`config.mk`:
```
export PLATFORM = sky130hd
export DESIGN_NAME = gpic_top
export DESIGN_NICKNAME = d
export VERILOG_FILES = /design/src/rtl/gpic_pkg.sv /design/src/rtl/gpic_flags.sv /design/src/rtl/gpic_resolve.sv /design/src/rtl/gpic_stack.sv /design/src/rtl/gpic_top.sv
export SDC_FILE = /design/constraint.sdc
export NUM_CORES = 1
export LEC_CHECK = 0
export BUFFER_PORTS_ARGS = -buffer_cell sky130_fd_sc_hd__buf_2
export CORE_AREA = 2 2 113 115
export CTS_CLUSTER_SIZE = 14
export DETAILED_ROUTE_END_ITERATION = 8
export DIE_AREA = 0 0 115 117
export GPL_ROUTABILITY_DRIVEN = 0
export PLACE_DENSITY = 0.57
export SYNTH_ARGS = -nofsm -noshare
export SYNTH_HDL_FRONTEND = slang
export SYNTH_SLANG_ARGS = --single-unit
```
`constraint.sdc`:
```
create_clock -name clk -period 34.2 [get_ports clk]
set_input_delay 8.55 -clock clk [delete_from_list [all_inputs] [get_ports clk]]
set_output_delay 8.55 -clock clk [all_outputs]
set_load 0.1 [all_outputs]
```
`src/rtl/gpic_pkg.sv`:
```
package gpic_pkg;

  // Default geometry of the controller
  localparam int unsigned GPIC_NUM_SRC     = 18;
  localparam int unsigned GPIC_SRC_PER_GRP = 3;
  localparam int unsigned GPIC_LVL_W       = 2;

endpackage

```
`src/rtl/gpic_flags.sv`:
```
// Edge capture and pending-flag storage, one flag per source.
module gpic_flags #(
  parameter int unsigned NUM_SRC = 18,
  parameter int unsigned VEC_W   = 5
) (
  input  logic               clk,
  input  logic               rst_n,
  input  logic [NUM_SRC-1:0] req_in,
  input  logic               clr_vld,
  input  logic [VEC_W-1:0]   clr_idx,
  output logic [NUM_SRC-1:0] pend_o
);

  logic [NUM_SRC-1:0] prev_q;
  logic [NUM_SRC-1:0] pend_q;
  logic [NUM_SRC-1:0] pend_d;
  logic [NUM_SRC-1:0] rise;
  logic [NUM_SRC-1:0] clr_hot;

  // next state: a new edge wins over a simultaneous clear
  always_comb begin
    rise = req_in & ~prev_q;
    for (int i = 0; i < NUM_SRC; i++) begin
      clr_hot[i] = clr_vld && (clr_idx == VEC_W'(i));
    end
    pend_d = rise | (pend_q & ~clr_hot);
  end

  always_ff @(posedge clk or negedge rst_n) begin
    if (!rst_n) begin
      prev_q <= '0;
      pend_q <= '0;
    end else begin
      prev_q <= req_in;
      pend_q <= pend_d;
    end
  end

  assign pend_o = pend_q;

endmodule

```
`src/rtl/gpic_resolve.sv`:
```
// Level lookup per source and selection of the winning candidate.
module gpic_resolve #(
  parameter int unsigned NUM_SRC     = 18,
  parameter int unsigned SRC_PER_GRP = 3,
  parameter int unsigned LVL_W       = 2,
  parameter int unsigned VEC_W       = 5,
  localparam int unsigned NUM_GRP    = NUM_SRC / SRC_PER_GRP
) (
  input  logic [NUM_SRC-1:0]       pend,
  input  logic [NUM_SRC-1:0]       src_en,
  input  logic                     glob_en,
  input  logic [NUM_GRP*LVL_W-1:0] grp_lvl,
  output logic                     cand_vld,
  output logic [VEC_W-1:0]         cand_idx,
  output logic [LVL_W-1:0]         cand_lvl
);

  logic [LVL_W-1:0]   src_lvl [NUM_SRC];
  logic [NUM_SRC-1:0] elig;

  // every member of a group inherits the group's level
  for (genvar g = 0; g < NUM_GRP; g++) begin : g_grp
    for (genvar k = 0; k < SRC_PER_GRP; k++) begin : g_mbr
      assign src_lvl[g*SRC_PER_GRP + k] = grp_lvl[g*LVL_W +: LVL_W];
    end
  end

  assign elig = pend & src_en & {NUM_SRC{glob_en}};

  // scan downwards; ">=" lets a lower index take over a tie
  always_comb begin
    cand_vld = 1'b0;
    cand_idx = '0;
    cand_lvl = '0;
    for (int i = NUM_SRC - 1; i >= 0; i--) begin
      if (elig[i] && (!cand_vld || src_lvl[i] >= cand_lvl)) begin
        cand_vld = 1'b1;
        cand_lvl = src_lvl[i];
        cand_idx = VEC_W'(i);
      end
    end
  end

endmodule

```
`src/rtl/gpic_stack.sv`:
```
// Stack of levels currently in service.
module gpic_stack #(
  parameter int unsigned DEPTH = 4,
  parameter int unsigned LVL_W = 2,
  parameter int unsigned CNT_W = 3
) (
  input  logic             clk,
  input  logic             rst_n,
  input  logic             push,
  input  logic [LVL_W-1:0] push_lvl,
  input  logic             pop,
  output logic             top_vld,
  output logic [LVL_W-1:0] top_lvl,
  output logic [CNT_W-1:0] depth_o
);

  logic [LVL_W-1:0] stk_q [DEPTH];
  logic [LVL_W-1:0] stk_d [DEPTH];
  logic [CNT_W-1:0] cnt_q;
  logic [CNT_W-1:0] cnt_d;
  logic [CNT_W-1:0] base;
  logic             pop_ok;
  logic             push_ok;
  logic             upd_en;

  // pop is applied first, then push, when both arrive together
  always_comb begin
    pop_ok  = pop && (cnt_q != '0);
    base    = cnt_q - CNT_W'(pop_ok);
    push_ok = push && (base < CNT_W'(DEPTH));
    cnt_d   = base + CNT_W'(push_ok);
    upd_en  = pop_ok || push_ok;
    stk_d   = stk_q;
    for (int i = 0; i < DEPTH; i++) begin
      if (push_ok && (base == CNT_W'(i))) begin
        stk_d[i] = push_lvl;
      end
    end
  end

  always_comb begin
    top_vld = (cnt_q != '0);
    top_lvl = '0;
    for (int i = 0; i < DEPTH; i++) begin
      if (cnt_q == CNT_W'(i + 1)) begin
        top_lvl = stk_q[i];
      end
    end
  end

  always_ff @(posedge clk or negedge rst_n) begin
    if (!rst_n) begin
      cnt_q <= '0;
      for (int i = 0; i < DEPTH; i++) begin
        stk_q[i] <= '0;
      end
    end else if (upd_en) begin
      cnt_q <= cnt_d;
      stk_q <= stk_d;
    end
  end

  assign depth_o = cnt_q;

endmodule

```
`src/rtl/gpic_top.sv`:
```
module gpic_top #(
  parameter int unsigned NUM_SRC     = gpic_pkg::GPIC_NUM_SRC,
  parameter int unsigned SRC_PER_GRP = gpic_pkg::GPIC_SRC_PER_GRP,
  parameter int unsigned LVL_W       = gpic_pkg::GPIC_LVL_W,
  localparam int unsigned NUM_GRP    = NUM_SRC / SRC_PER_GRP,
  localparam int unsigned STK_DEPTH  = 1 << LVL_W,
  localparam int unsigned VEC_W      = $clog2(NUM_SRC),
  localparam int unsigned CNT_W      = $clog2(STK_DEPTH + 1)
) (
  input  logic                     clk,
  input  logic                     rst_n,
  input  logic [NUM_SRC-1:0]       irq_in,
  input  logic [NUM_SRC-1:0]       src_en,
  input  logic                     glob_en,
  input  logic [NUM_GRP*LVL_W-1:0] grp_lvl,
  input  logic [NUM_SRC-1:0]       wake_sel,
  input  logic                     sleep_i,
  input  logic                     ack_i,
  input  logic                     reti_i,
  output logic                     irq_req_o,
  output logic [VEC_W-1:0]         irq_vec_o,
  output logic [LVL_W-1:0]         irq_lvl_o,
  output logic                     wake_o
);

  logic [1:0]         rst_pipe;
  logic               rst_core_n;
  logic [NUM_SRC-1:0] pend_q;
  logic               cand_vld;
  logic [VEC_W-1:0]   cand_idx;
  logic [LVL_W-1:0]   cand_lvl;
  logic               top_vld;
  logic [LVL_W-1:0]   top_lvl;
  logic [CNT_W-1:0]   stk_cnt;
  logic               ack_ok;

  // asynchronous assertion, release after two clock edges
  always_ff @(posedge clk or negedge rst_n) begin
    if (!rst_n) begin
      rst_pipe <= '0;
    end else begin
      rst_pipe <= {rst_pipe[0], 1'b1};
    end
  end
  assign rst_core_n = rst_pipe[1];

  gpic_flags #(
    .NUM_SRC (NUM_SRC),
    .VEC_W   (VEC_W)
  ) u_flags (
    .clk     (clk),
    .rst_n   (rst_core_n),
    .req_in  (irq_in),
    .clr_vld (ack_ok),
    .clr_idx (cand_idx),
    .pend_o  (pend_q)
  );

  gpic_resolve #(
    .NUM_SRC     (NUM_SRC),
    .SRC_PER_GRP (SRC_PER_GRP),
    .LVL_W       (LVL_W),
    .VEC_W       (VEC_W)
  ) u_resolve (
    .pend     (pend_q),
    .src_en   (src_en),
    .glob_en  (glob_en),
    .grp_lvl  (grp_lvl),
    .cand_vld (cand_vld),
    .cand_idx (cand_idx),
    .cand_lvl (cand_lvl)
  );

  gpic_stack #(
    .DEPTH (STK_DEPTH),
    .LVL_W (LVL_W),
    .CNT_W (CNT_W)
  ) u_stack (
    .clk      (clk),
    .rst_n    (rst_core_n),
    .push     (ack_ok),
    .push_lvl (cand_lvl),
    .pop      (reti_i),
    .top_vld  (top_vld),
    .top_lvl  (top_lvl),
    .depth_o  (stk_cnt)
  );

  // preemption only by a strictly higher level
  assign irq_req_o = cand_vld && (!top_vld || (cand_lvl > top_lvl));
  assign irq_vec_o = cand_idx;
  assign irq_lvl_o = cand_lvl;
  assign ack_ok    = ack_i && irq_req_o;

  assign wake_o = sleep_i && |(pend_q & wake_sel);

endmodule

```
==> results.yml, run 1 <==
die:
  die_w_um: 115
  ios: 81
  rows: 41
  floorplan.die_area_mm2: 0.01346
  die-height_um: 117
  start_util: 0.3418
  core-area_mm2: 0.01231
clock_network:
  cts-htree-levels: 2
  path_clk_slew_ns: 0.07
  cts_tree: "done"
  clk_root_buffer_cell: "clkbuf_16"
  holdBufCountCts: 0
  cts_sinks: 49
  cts_buffer_depth: 2
  worstSkewPairLatency_ns: 0.29
  cts_inserted_buffers: 5
setup_path:
  critPathMaxFanout: 6
  start_kind: "input pin"
  critPathKind: "in2out"
  cp-end-kind: "output port"
  cp.required_ns: 25.65
  crit_top_cell: "buf_4"
  max_stage_delay_ns: 0.41
  cp.arrival_ns: 27.08
  cpMaxStageDelayCell: "o41ai_4"
synthesis:
  yosysWarnings: 0
  yosysMostFrequentCell: "dfrtp_1"
  yosysTopAreaCellShare: 0.2914
  synth_async_sr_flop_share: 1.000
  ys_seq_area_frac: 0.2914
  yosys.area.top_type: "dfrtp_1"
  syn_inst: 507
  netlist_area_mm2: 0.004208
  synth_edf_count: 0
  synth_cell_types: 81
  ys.flop_type: "dfrtp_1"
  synthesis.nets: 604
  ys_seq_elements: 49
  yosys-top-cells-area: "dfrtp_1 29%, ha_1 7.4%, a21oi_1 5.2%"
  netlist_top_cells_count: "49 x dfrtp_1, 44 x a21oi_1, 43 x nand2_1"
  syn_area_per_cell_um2: 8.299
timing:
  finalClockSkew_ns: 0.007083
  worst_pin_slew_ns: 0.9797
  finalCriticalPeriod_ns: 35.63
  maxSlewHeadroom: 0.3469
  fin_ws_ns: -1.428
  fmax_mhz: 28.07
  period_share: 1.042
  rsz0062_at_grt: "true"
  slew_violations: 0
  final.setup.tns_ns: -8.742
  finalHoldViolCount: 0
  fin_hold_ws_ns: 0.3517
  report.final.setup_viol: 8
routing:
  drc_errors: 0
  dr.pass1.iters: 5
  first_iter_violations: 318
  drt-total-wl_mm: 16.02
  via_per_inst: 5.450
  wire_per_inst_um: 17.49
  drtAntennaViolNets: 0
  via_count: 4992
power:
  peakVddDrop_mv: 0.06322
  p_leak_nw: 3.330
  p_per_area_mw_per_mm2: 60.67
cells_and_area:
  area_delta_synth_final_pct: 68.39
  layoutNonFillerInstCount: 916
  nFillCells: 1059
  drive_above_1_share: 0.5229
  layout.area.seq_mm2: 0.001227
  layout.nets: 861
  final_cell_area_mm2: 0.007086
  multiInputGateArea_mm2: 0.003427
hold_path:
  hold_path_class: "reg2reg"
grt:
  grt_first_pass_wirelength_mm: 25.21
  antenna_found_initial: 1
  globalRouteOverflowTotal: 0
  grt_pass1_vias: 5110
  track_usage: 0.2407
  grt_max_degree: 48
placement:
  place_area_mm2: 0.005858
  hpwl_mm: 11.28
  placed_cells: 814
  io_buffers: 80
run:
  max_cap_viol_count: 0
run_status:
  violations: "negative setup slack"
  status: "finished, violations left"
-- cell families after synthesis --
group,Yosys count,share of synthesized area
AOI/OAI and AO/OA,181,0.3137
adders and majority gates,25,0.07434
and+or+nand+nor,186,0.2346
other,1,0.0008912
buffers and inverters,52,0.05233
xor gates and xnor gates,2,0.004164
DFF,49,0.2914
muxes,11,0.02855
-- power breakdown --
| group | internal (mW) | switching [mW] | leakage [nW] | total, mW |
|---|---|---|---|---|
| Clock | 0.0344 | 0.0205 | 0.0808 | 0.0549 |
| Sequential | 0.0695 | 0.0125 | 0.525 | 0.0820 |
| Combinational | 0.136 | 0.157 | 2.72 | 0.293 |
-- layout make-up --
| cell class | instances | share of cell area |
|---|---|---|
| timing repair buffer | 262 | 0.2719 |
| clock buffer | 6 | 0.01819 |
| tap | 150 | 0.02649 |
| sequential | 49 | 0.1732 |
| multi-input combinational | 406 | 0.4837 |
| inverter | 40 | 0.02119 |
| clock inverter | 2 | 0.004944 |
| antenna | 1 | 0.0003532 |
-- worst max-delay path, delay by kind of cell --
family / cells / cell delay, ns
adder cells (fa/ha/maj): 14 / 3.80
multiplexers: 3 / 0.98
buffers and inverters: 26 / 3.12
AO/OA/AOI/OAI: 41 / 6.23
AND/OR/NAND/NOR: 29 / 4.34
-- stage by stage --
step           worst slack [ns]    util  total power, mW
2_1_floorplan            -1.652       -           0.2449
3_3_place_gp             -1.113  0.4758           0.3258
5_1_grt                  -2.187  0.5755           0.4558
6_report                 -1.428  0.5755           0.4299
3_5_place_dp             -1.673  0.4758           0.3306
4_1_cts                 -0.8866  0.5552           0.4147
-- final timing paths --
kind	slack, ns	depth (start not counted)	end	from
max in group asynchronous	26.06	1	rst_pipe[1]	rst_n
min in group asynchronous	0.44	0	u_flags.prev_q[1]	rst_pipe[1]
min reg2reg	0.35	0	rst_pipe[1]	rst_pipe[0]
min	0.35	0	rst_pipe[1]	rst_pipe[0]
max reg2reg	13.95	119	u_stack.depth_o[2]	u_flags.pend_o[16]
max	-1.43	113	irq_req_o	src_en[15]
-- cell usage in the layout, fill, tap and decap left out, types with 4 or more instances in the layout --
master	count
nor3_1	9
ha_1	19
o31a_1	4
a31oi_1	7
buf_4	173
dfrtp_1	48
inv_1	37
nor2_1	30
o31ai_2	5
mux2_2	4
nand2_2	5
nand2_1	35
clkbuf_16	5
o21ai_2	7
buf_6	10
a21oi_2	7
o21ai_1	15
o21ai_0	20
buf_12	8
ha_4	6
nand4_1	4
nor2_4	5
o22ai_1	4
o31ai_1	4
and3_1	6
nor2b_1	17
a21oi_1	31
nand3_1	21
mux2_4	4
a21oi_4	7
nand2b_4	10
buf_2	71
a22oi_1	9
-- registers in the layout, indices dropped and copies added, names as in the netlist --
signal and flops:
u_flags.pend_o 18, u_stack.depth_o 3, u_stack.stk_q 8, rst_pipe 2
u_flags.prev_q 18
-- routing by layer --
metal | global-route usage | part of all wire | vias up
met4 | 0.1398 | 0.059 | 0
met2 | 0.4255 | 0.50 | 175
met5 | 0 | 0 | -
met3 | 0.03244 | 0.049 | 65
li1 | - | - | 2395
met1 | 0.2805 | 0.39 | 2357
-- repair_timing --
action / in CTS / in global routing
endpoints found under the setup margin: 8 / 8
pin swaps: 51 / 43
buffers inserted: 83 / 15
gates resized for setup: 46 / 29
hold endpoints to repair: 0 / 0
(Power assumes the default switching activity.)
==> run 2: changes to the inputs <==
--- a/config.mk
+++ b/config.mk
@@ -11,7 +11,7 @@
 export DETAILED_ROUTE_END_ITERATION = 8
 export DIE_AREA = 0 0 115 117
 export GPL_ROUTABILITY_DRIVEN = 0
-export PLACE_DENSITY = 0.57
+export PLACE_DENSITY = 0.56
 export SYNTH_ARGS = -nofsm -noshare
 export SYNTH_HDL_FRONTEND = slang
 export SYNTH_SLANG_ARGS = --single-unit
==> run 2 against run 1 <==
Compared with the run above:
- the flow still finishes with violations (negative setup slack)
- final cell count decreased by 3.6%
- clock power is 10% lower
- total power is 3.6% lower
- first-iteration DRC count is 24% lower
- critical endpoint unchanged
- die area stayed put
- wire length down 4.1%
- critical path type unchanged
- worst hold slack worse by 0.0030 ns
==> results.yml, run 2 (same netlist as run 1, synthesis figures left out) <==
grt:
  track_usage: 0.2319
  grt_first_pass_wirelength_mm: 24.51
  globalRouteOverflowTotal: 0
  grt_max_degree: 48
  antenna_found_initial: 0
  grt_pass1_vias: 4894
cells_and_area:
  final_common_cell: "buf_4"
  insertedDiodeCount: 0
  final_cell_area_mm2: 0.006812
  final_cell_mix: "143 x buf_4, 71 x buf_2, 48 x dfrtp_1, 35 x inv_1, 33 x nand2_1"
  layout.nets: 829
  layoutNonFillerInstCount: 883
  drive_above_1_share: 0.5034
  area_delta_synth_final_pct: 61.88
timing:
  maxSlewHeadroom: 0.3399
  period_share: 1.043
  report.final.setup_viol: 8
  finalClockSkew_ns: 0.006228
  finalCriticalPeriod_ns: 35.67
  rsz0062_at_grt: "true"
  worst_pin_slew_ns: 0.9902
  fin_hold_ws_ns: 0.3487
  finalHoldViolCount: 0
  fin_ws_ns: -1.470
  fmax_mhz: 28.04
  slew_violations: 0
routing:
  via_per_inst: 5.460
  wire_per_inst_um: 17.40
  drt-total-wl_mm: 15.37
  first_iter_violations: 241
  via_count: 4821
  drtAntennaViolNets: 0
  dr.pass1.iters: 5
  drc_errors: 0
clock_network:
  cts_inserted_buffers: 5
  cts_buffer_depth: 2
  path_clk_slew_ns: 0.06
  worstSkewPairLatency_ns: 0.29
  clk_root_buffer_cell: "clkbuf_16"
  cts-htree-levels: 2
  cts_tree: "done"
  cts_sinks: 49
  holdBufCountCts: 0
placement:
  hpwl_mm: 11.54
  io_buffers: 80
  pre_cts_slack_ns: -1.762
  placed_cells: 807
  place_area_mm2: 0.005806
die:
  die_w_um: 115
  start_util: 0.3418
  rows: 41
  die-height_um: 117
  core-area_mm2: 0.01231
  ios: 81
  floorplan.die_area_mm2: 0.01346
setup_path:
  rr_worst_depth: 112
  cp-end-kind: "output port"
  critPathKind: "in2out"
  cp.required_ns: 25.65
  cpMaxStageDelayCell: "o41ai_4"
  crit_top_cell: "ha_1"
  start_kind: "input pin"
  critPathMaxFanout: 4
  cp.arrival_ns: 27.12
  max_stage_delay_ns: 0.41
run_status:
  status: "finished, violations left"
  violations: "negative setup slack"
run:
  max_cap_viol_count: 0
power:
  peakVddDrop_mv: 0.04695
  p_per_area_mw_per_mm2: 60.83
  p_leak_nw: 3.169
hold_path:
  hold_path_class: "reg2reg"
  hold_depth: 0
-- run 2: cell count changes in the layout (fill, tap and decap cells not counted), sizes merged --
cell	change
diode	-1
bufinv	-1
buf	-32
clkinv	+1
-- run 2: power breakdown --
part	internal [mW]	total, mW	switching (mW)	leakage (nW)
combinational	0.130	0.283	0.153	2.57
sequential	0.0695	0.0823	0.0128	0.525
clock	0.0290	0.0492	0.0201	0.0768
-- run 2: metal layers --
metal / track usage / part of all wire
met4: 0.09317 / 0.032
met5: 0 / 0
met2: 0.4137 / 0.51
met3: 0.01905 / 0.030
met1: 0.2912 / 0.43
-- run 2: through the flow --
stage	utilization	power [mW]	setup TNS [ns]
finish	0.5533	0.4144	-9.222
global route	0.5533	0.4422	-15.45
CTS	0.5323	0.4042	-4.399
detailed placement	0.4715	0.3301	-11.09
global placement	0.4715	0.3235	-6.593
floorplan	-	0.2449	-7.305
-- run 2: timing repair --
item | in CTS | in global routing
pin swaps | 70 | 65
gates cloned | 0 | 0
setup endpoints to repair | 8 | 8
setup buffers | 54 | 19
gates resized for setup | 47 | 26
-- run 2: final timing paths --
path                               startpoint                  to  slack [ns]
max reg2reg                u_flags.pend_o[15]  u_stack.depth_o[2]       13.89
min in group asynchronous         rst_pipe[1]  u_stack.depth_o[1]        0.44
max                                src_en[15]           irq_req_o       -1.47
min                               rst_pipe[0]         rst_pipe[1]        0.35
min reg2reg                       rst_pipe[0]         rst_pipe[1]        0.35
max in group asynchronous               rst_n         rst_pipe[1]       26.06
-- run 2: area by class of cell --
| type | instances | area (um^2) |
|---|---|---|
| clock buffers | 6 | 138.9 |
| clock inverters | 2 | 13.76 |
| fillers | 1111 | 5500 |
| inverters | 40 | 150.1 |
| multi-input cells | 406 | 3415 |
| flip-flops and latches | 49 | 1227 |
| well taps | 150 | 187.7 |
| repair buffers | 230 | 1679 |
-- run 2: critical path: cells and delay by family --
family,cells,cell delay (ns)
mux,4,1.31
compound gates,42,6.65
simple gates,34,4.97
buf+inv,10,1.28
fa+ha+maj,16,4.37
==> run 3: changes to the inputs <==
--- a/config.mk
+++ b/config.mk
@@ -5,13 +5,13 @@
 export SDC_FILE = /design/constraint.sdc
 export NUM_CORES = 1
 export LEC_CHECK = 0
-export BUFFER_PORTS_ARGS = -buffer_cell sky130_fd_sc_hd__buf_2
 export CORE_AREA = 2 2 113 115
 export CTS_CLUSTER_SIZE = 14
 export DETAILED_ROUTE_END_ITERATION = 8
 export DIE_AREA = 0 0 115 117
+export DONT_BUFFER_PORTS = 1
 export GPL_ROUTABILITY_DRIVEN = 0
-export PLACE_DENSITY = 0.56
+export PLACE_DENSITY = 0.5
 export SYNTH_ARGS = -nofsm -noshare
 export SYNTH_HDL_FRONTEND = slang
 export SYNTH_SLANG_ARGS = --single-unit
==> run 3 against run 2 <==
Compared with the run above:
- the flow still finishes with violations (negative setup slack)
- register-to-register slack got worse by 0.07 ns
- clock skew rose by 0.0022 ns
- die area did not move
- sequential power barely moved
- final cell count fell by 11%
- wire length fell by 8.8%
- final area fell by 7.9%
- global-route usage fell by 2.2 points
- sequential share of layout area rose by 1.6 points
- non-clock buffer count fell by 94
- highest routed layer unchanged
- setup slack improved by 0.26 ns
==> results.yml, run 3 (same netlist as run 1, synthesis figures left out) <==
cells_and_area:
  final_cell_mix: "121 x buf_4, 48 x dfrtp_1, 38 x inv_1, 35 x nand2_1, 31 x a21oi_1"
  final_common_cell: "buf_4"
  drive_above_1_share: 0.4241
  insertedDiodeCount: 0
  area_delta_synth_final_pct: 49.03
  nFillCells: 1164
  layout.nets: 735
  final_cell_area_mm2: 0.006271
timing:
  maxSlewHeadroom: 0.3305
  report.final.setup_viol: 8
  rsz0062_at_grt: "true"
  fin_ws_ns: -1.212
  finalClockSkew_ns: 0.008402
  fmax_mhz: 28.24
  finalCriticalPeriod_ns: 35.41
  finalHoldViolCount: 0
  slew_violations: 0
  final.setup.tns_ns: -7.168
  worst_pin_slew_ns: 1.004
  fin_hold_ws_ns: 0.3521
  period_share: 1.035
grt:
  globalRouteOverflowTotal: 0
  antenna_found_initial: 0
  grt_max_degree: 48
  grt_first_pass_wirelength_mm: 22.26
  track_usage: 0.2098
  grt_pass1_vias: 4422
setup_path:
  cp.arrival_ns: 26.86
  cp.required_ns: 25.65
  start_kind: "input pin"
  crit_cells: 107
  cp-end-kind: "output port"
  max_stage_delay_ns: 0.41
  crit_top_cell: "ha_1"
  path_buf_inv: 8
  critPathMaxFanout: 4
  cpMaxStageDelayCell: "or3b_4"
  rr_worst_depth: 114
  crit_family: "compound AO/OA/AOI/OAI gates"
  critPathKind: "in2out"
routing:
  drt-total-wl_mm: 14.01
  drc_errors: 0
  drtAntennaViolNets: 0
  wire_per_inst_um: 17.76
  via_per_inst: 5.425
  via_count: 4280
  dr.pass1.iters: 5
  first_iter_violations: 209
clock_network:
  cts_tree: "done"
  holdBufCountCts: 0
  cts_buffer_depth: 2
  cts_inserted_buffers: 5
  cts-htree-levels: 2
  cts_sinks: 49
  clk_root_buffer_cell: "clkbuf_16"
  worstSkewPairLatency_ns: 0.29
  path_clk_slew_ns: 0.06
power:
  combPwrFrac: 0.673
  sequentialPowerShare: 0.204
  p_per_area_mw_per_mm2: 64.31
  swShare: 0.4464
  peakVddDrop_mv: 0.05777
  p_sw_uw: 180.0
  cell_internal_pwr_uw: 223.2
  pwr-share-clk: 0.123
  p_leak_nw: 2.790
hold_path:
  hold_depth: 0
  hold_path_class: "reg2reg"
die:
  die_w_um: 115
  floorplan.die_area_mm2: 0.01346
  rows: 41
  die-height_um: 117
  core-area_mm2: 0.01231
  start_util: 0.3418
  ios: 81
placement:
  pre_cts_slack_ns: -1.472
  hpwl_mm: 10.95
  io_buffers: 0
  place_area_mm2: 0.005435
run:
  max_cap_viol_count: 0
run_status:
  status: "finished, violations left"
  violations: "negative setup slack"
## run 3: power by group through the flow
stage	Clock (mW)	Sequential, mW	Combinational [mW]
after floorplan	0	0.0773	0.168
after global placement	0	0.0832	0.234
after detailed placement	0	0.0834	0.238
after CTS	0.0514	0.0822	0.259
after global routing	0.0539	0.0840	0.291
final	0.0496	0.0822	0.271
## run 3: path summary, 6_finish.rpt
| check | slack, ns | from | endpoint |
|---|---|---|---|
| worst min register to register | 0.35 | rst_pipe[0] | rst_pipe[1] |
| worst min-delay path | 0.35 | rst_pipe[0] | rst_pipe[1] |
| worst max-delay path | -1.21 | src_en[15] | irq_req_o |
| min in group asynchronous | 0.44 | rst_pipe[1] | u_flags.pend_o[1] |
| worst max register to register | 13.82 | u_flags.pend_o[15] | u_stack.depth_o[2] |
| max in group asynchronous | 26.17 | rst_n | rst_pipe[1] |
## run 3: final cells by class
type                            instances  area, um^2  share of cell area
Tap cell                              150       187.7             0.02993
Multi-Input combinational cell        406        3406              0.5431
Timing Repair Buffer                  136        1147              0.1830
Clock buffer                            6       138.9             0.02215
Sequential cell                        49        1227              0.1957
Clock inverter                          2       13.76            0.002195
Inverter                               40       150.1             0.02394
## run 3: routing by layer
layer  global-route usage  vias up  share of wire
li1                     -     2138              -
met1               0.2610     2055           0.44
met2               0.3714       71           0.49
met3              0.04274       16          0.054
met4              0.05703        0          0.019
met5                    0        -              0
## run 3: stage by stage
stage / power (mW) / instances / utilization
after floorplan: 0.2449 / 507 / -
after global placement: 0.3177 / 733 / 0.4415
after detailed placement: 0.3217 / 733 / 0.4415
after CTS: 0.3923 / 773 / 0.4856
after global routing: 0.4290 / 789 / 0.5094
final: 0.4033 / 789 / 0.5094
## run 3: what timing repair did
action                     in CTS  in global routing
setup endpoints to repair       8                  8
setup buffers                  32                 18
pin swaps                      46                 59
resized for setup              33                 34
